## src/rtl/fp_negscale.sv

```systemverilog
module fp_negscale #(
  parameter int EXP_W   = 11,
  parameter int MAN_W   = 52,
  parameter int SEL_W   = 5,
  parameter bit OUT_REG = 1'b1,
  localparam int W = 1 + EXP_W + MAN_W
) (
  input  logic         clk,
  input  logic         rst_n,
  input  logic         in_vld,
  input  logic [W-1:0] in_bits,
  output logic         out_vld,
  output logic [W-1:0] out_bits
);

  logic                 sgn;
  logic [EXP_W-1:0]     exp_in;
  logic [EXP_W-1:0]     exp_out;
  logic [MAN_W-1:0]     man;
  logic [SEL_W-1:0]     sel;
  logic [SEL_W:0]       scale;
  logic [W-1:0]         res;

  assign {sgn, exp_in, man} = in_bits;
  assign sel = exp_in[SEL_W-1:0];

  // signed-digit value 2v+1-2^SEL_W: invert the MSB and append a one
  assign scale   = {~sel[SEL_W-1], sel[SEL_W-2:0], 1'b1};
  assign exp_out = exp_in + {{(EXP_W-SEL_W-1){scale[SEL_W]}}, scale};
  assign res     = {~sgn, exp_out, man};

  generate
    if (OUT_REG) begin : g_reg
      logic         vld_q;
      logic [W-1:0] res_q;
      always_ff @(posedge clk or negedge rst_n) begin
        if (!rst_n) begin
          vld_q <= 1'b0;
          res_q <= '0;
        end else begin
          vld_q <= in_vld;
          if (in_vld) res_q <= res;
        end
      end
      assign out_vld  = vld_q;
      assign out_bits = res_q;
    end else begin : g_comb
      assign out_vld  = in_vld;
      assign out_bits = res;
    end
  endgenerate

endmodule

```

## config.mk

```make
export PLATFORM = sky130hd
export DESIGN_NAME = fp_negscale
export DESIGN_NICKNAME = d
export VERILOG_FILES = /design/src/rtl/fp_negscale.sv
export SDC_FILE = /design/constraint.sdc
export NUM_CORES = 1
export LEC_CHECK = 0
export ABC_AREA = 0
export BUFFER_PORTS_ARGS = -buffer_cell sky130_fd_sc_hd__buf_2
export CAP_MARGIN = 10
export CELL_PAD_IN_SITES_DETAIL_PLACEMENT = 0
export CELL_PAD_IN_SITES_GLOBAL_PLACEMENT = 1
export CORE_MARGIN = 4
export CORE_UTILIZATION = 39
export DETAILED_ROUTE_END_ITERATION = 16
export HOLD_SLACK_MARGIN = 0.1
export PLACE_DENSITY_LB_ADDON = 0.05
export SLEW_MARGIN = 40
export SYNTH_ARGS = -nofsm -noshare
export SYNTH_HDL_FRONTEND = slang
export SYNTH_SLANG_ARGS = --single-unit
```

## constraint.sdc

```tcl
create_clock -name clk -period 2.2 [get_ports clk]
set_input_delay 0.33 -clock clk [delete_from_list [all_inputs] [get_ports clk]]
set_output_delay 0.33 -clock clk [all_outputs]
set_load 0.005 [all_outputs]
```

# Word-level counts from Yosys, hierarchy flattened
# Index checks and enable logic that the tools add are counted.
dict set report totals {
  out_inout_bits 65
  regBits 65
  input_bits 67
}
dict set report op_classes {
  n_bitwise 2
  addsub 1
}
# op count
set ops {}
lappend ops {{11-bit adder} 1}
lappend ops {{1-bit inverter} 2}

# Depth between registers and ports, before layout
dict set report depth {
  depth_word 2
  ltp_mapped 7
}

# Worst setup path after synthesis
# Ideal clock, no wire load.
dict set report synth_path {
  kind {input to register}
  from {input port in_bits[56]}
  to {register g_reg.res_q[62] (netlist: out_bits[62])}
  path_buffers 0
  slack_ns 0.528
  setup_time_ns 0.125
  stages 7
  arrival_ns 1.547
  t_required_ns 2.075
  path_cell_list {inv_1 ha_1 nand4_1 a211oi_1 nor3_2 xnor2_1 mux2_2}
}
dict set report synth_between {
  elab_chain_len 2
}
# item line_no
set synth_lines {}
lappend synth_lines {{from (decl)} 11} ;# input logic [W-1:0] in_bits,
lappend synth_lines {{1-bit inverter} 28} ;# assign scale = {~sel[SEL_W-1], sel[SEL_W-2:0], 1'b1};
lappend synth_lines {{11-bit adder (*)} 29} ;# assign exp_out = exp_in + {{(EXP_W-SEL_W-1){scale[SEL_W]}}, scale};
lappend synth_lines {{to (signal assigned)} 42} ;# if (in_vld) res_q <= res;
lappend synth_lines {{to (decl)} 35} ;# logic [W-1:0] res_q;
# Every way passes the cells marked *; elsewhere a longest branch is shown, timed or not.
# A chain may end at the register's enable or synchronous reset.

# Worst setup path in the final report
# Ends and elaborated chain as after synthesis.

==> key figures <==
Worst setup path
  – Worst R2R Start: out_bits[61]$_DFFE_PN0P_
  – Worst Setup SP: in_bits[56]
  – CP required: 2.41 ns
  – R2R Setup Slk: 1.40 ns
  – CP max FO: 6
  – R2R Path End: out_bits[61]$_DFFE_PN0P_
  – CP Launch Type: primary input
  – Crit. End Element: register
  – Reg2Reg Depth: 3
  – CP Class: in -> reg
  – Worst Path Arrival: 1.85 ns

CTS
  – Worst-path clk slew: 0.07 ns
  – CTS root buffer: clkbuf_8
  – CTS tree: done
  – Clk_lat worst skew: 0.32 ns
  – H-tree depth: 3
  – CTS hold repair buffers: 1
  – CTS Buffer Depth: 2
  – Postcts setup bufs: 0
  – Post-cts gate resize count: 0
  – CTS Buf Count: 9
  – Clock sink count: 65

Final layout
  – Antenna cells: 0
  – Area delta synth->final: 36.9%
  – Layout cell share with drive strength beyond 1: 0.602
  – Multi-input combinational cell area: 0.00119 mm²
  – Post-Layout Cell Count: 453
  – Filler Cell Count: 660
  – Final #Nets: 427
  – Register area: 0.00163 mm²

Synth
  – Register bit total from synthesis: 65
  – Netlist cell types: 31
  – Number of synthesized flops with an enable pin: 0
  – Post-synthesis instance total: 212
  – Post-synth top area share: 0.564
  – Syn nets: 290
  – Post-synth top flop: dfrtp_1
  – Synth area leaders: dfrtp_1 56%, mux2_2 23%, ha_1 4.3%
  – Number of synthesis warnings: 0
  – Ys async rst share: 1.00
  – Syn_area_per_cell: 13.6 µm²
  – Largest area contributor in the netlist: dfrtp_1
  – Mapped cell area: 0.00289 mm²
  – Post-synthesis sequential area ratio: 0.564

Timing
  – Final period utilization: 0.747
  – Slew margin rel.: 0.637
  – Setup TNS: 0 ns
  – Setup-failing EPs final: 0
  – Max-slew violations: 0
  – Tmin final: 1.64 ns
  – Clock skew: 0 ns
  – FMAX: 609 MHz
  – Count of final hold-check violations: 0
  – Unrepaired setup endpoints after global routing: no
  – Least-Margin Pin Slew: 0.545 ns

Hold path
  – Worst Hold End: out_bits[63]$_DFFE_PN0P_
  – Worst min-delay path class: in -> reg
  – Worst Hold Path Cells: 2
  – Hold path startpoint: in_bits[63]

GRT
  – Largest net degree at the start of global routing: 70
  – First-pass GRT wire length: 9.83 mm
  – Vias in the first global route: 2104
  – Initial antenna violation count: 0
  – All-Layer GR Usage: 0.143
  – Remaining Overflow, GRT: 0

Placement
  – Inst Count DP: 436
  – HPWL Detailed: 4.69 mm
  – Final Wtd Congestion: 0.827
  – Port Buffers: 131

Detailed routing
  – Drt wl/cell: 13.7 µm
  – Via Count: 2090
  – Violation count after the first detailed-route iteration: 52
  – DRC: 0
  – Total Routed Length: 6.22 mm
  – Vias/cell: 4.61
  – Drt pass-1 iters: 4
  – Antenna-violating nets left: 0

Flow run
  – Max-Cap Viols: 0

Floorplan
  – DIE HEIGHT: 94.0 µm
  – Core Area: 0.00721 mm²
  – I/O pin cnt: 132
  – Die area: 0.00884 mm²
  – Num rows: 31
  – Die X: 94.0 µm
  – Starting density of the core: 0.400

Pwr
  – Pwr dens: 842 mW/mm²
  – Pleak: 1.94 nW
  – Maximum vdd drop: 420 µV

Outcome
  – Status: finished clean
==> where the power goes <==
part           switching (W)  internal [W]
registers          0.0000629       0.00134
clock network       0.000454      0.000904
logic               0.000252      0.000317
==> sequential cells by signal, summed over array words and instances, names as in the netlist <==
| name | cells |
|---|---|
| out_bits | 64 |
| out_vld | 1 |
==> how the worst max path moves through the flow <==
stage	to	depth (start not counted)
detailed placement	out_bits[62]$_DFFE_PN0P_	8
global placement	out_bits[62]$_DFFE_PN0P_	8
global route	out_bits[62]$_DFFE_PN0P_	8
floorplan	out_bits[62]$_DFFE_PN0P_	7
CTS	out_bits[62]$_DFFE_PN0P_	8
finish	out_bits[62]$_DFFE_PN0P_	8
==> layer usage <==
metal	wire length, µm	vias to the layer above	track usage
li1	-	1021	-
met1	2740	974	0.184
met2	2790	89	0.215
met3	619	6	0.0521
met4	63	0	0.0650
met5	0	-	0
==> kinds of logic (layout without fill, tap and decap cells) <==
family | Yosys count | in the layout | share of synthesized area
flops | 65 | 65 | 0.564
buf+inv | 17 | 159 | 0.0251
simple gates | 25 | 25 | 0.0434
xor+xnor | 7 | 7 | 0.0212
mux | 62 | 62 | 0.242
compound gates | 25 | 25 | 0.0542
fa+ha+maj | 11 | 11 | 0.0503
==> worst max-delay path: stages <==
cell      delay, ns
buf_2          0.12
inv_1          0.10
ha_1           0.41
nand4_1        0.15
a211oi_1       0.27
nor3_2         0.09
xnor2_1        0.13
mux2_2         0.26
==> stage by stage <==
step | power, W | setup slack [ns] | hold WS, ns | cell area (µm²) | util
global route | 0.00351 | 0.441 | 0.182 | 3950 | 0.548
floorplan | 0.00171 | 0.528 | 0.0344 | 2890 | -
finish | 0.00333 | 0.557 | 0.191 | 3950 | 0.548
CTS | 0.00338 | 0.572 | 0.174 | 3950 | 0.548
detailed placement | 0.00200 | 0.220 | 0.346 | 3670 | 0.508
global placement | 0.00199 | 0.293 | 0.353 | 3670 | 0.508
==> placed cells by master (no fill, tap or decap), types with 2 or more instances in the layout <==
cell type and instances:
buf_2 131, mux2i_1 3, buf_12 2, ha_1 10, a21oi_1 8, a21oi_2 2
xnor2_1 6, nor2_1 6, bufinv_16 4, nand2_1 7, a31o_1 2, inv_1 9
nor2b_1 5, dfrtp_1 65, o21ai_0 7, mux2_2 58, clkbuf_8 10
==> cell type report <==
cell class | count | area share
sequential | 65 | 0.412
inverter | 9 | 0.00855
clock buffer | 10 | 0.0348
tap | 99 | 0.0313
clock inverter | 6 | 0.0348
timing repair buffer | 134 | 0.179
multi-input combinational | 130 | 0.300
==> Yosys cell counts, types with 2 or more instances <==
cell / count
a21oi_1: 8
a21oi_2: 2
a31o_1: 2
buf_2: 7
dfrtp_1: 65
ha_1: 10
inv_1: 9
mux2_2: 58
mux2i_1: 3
nand2_1: 7
nor2_1: 6
nor2b_1: 5
o21ai_0: 7
xnor2_1: 6
Note: power is estimated with default switching activity, not from simulation.
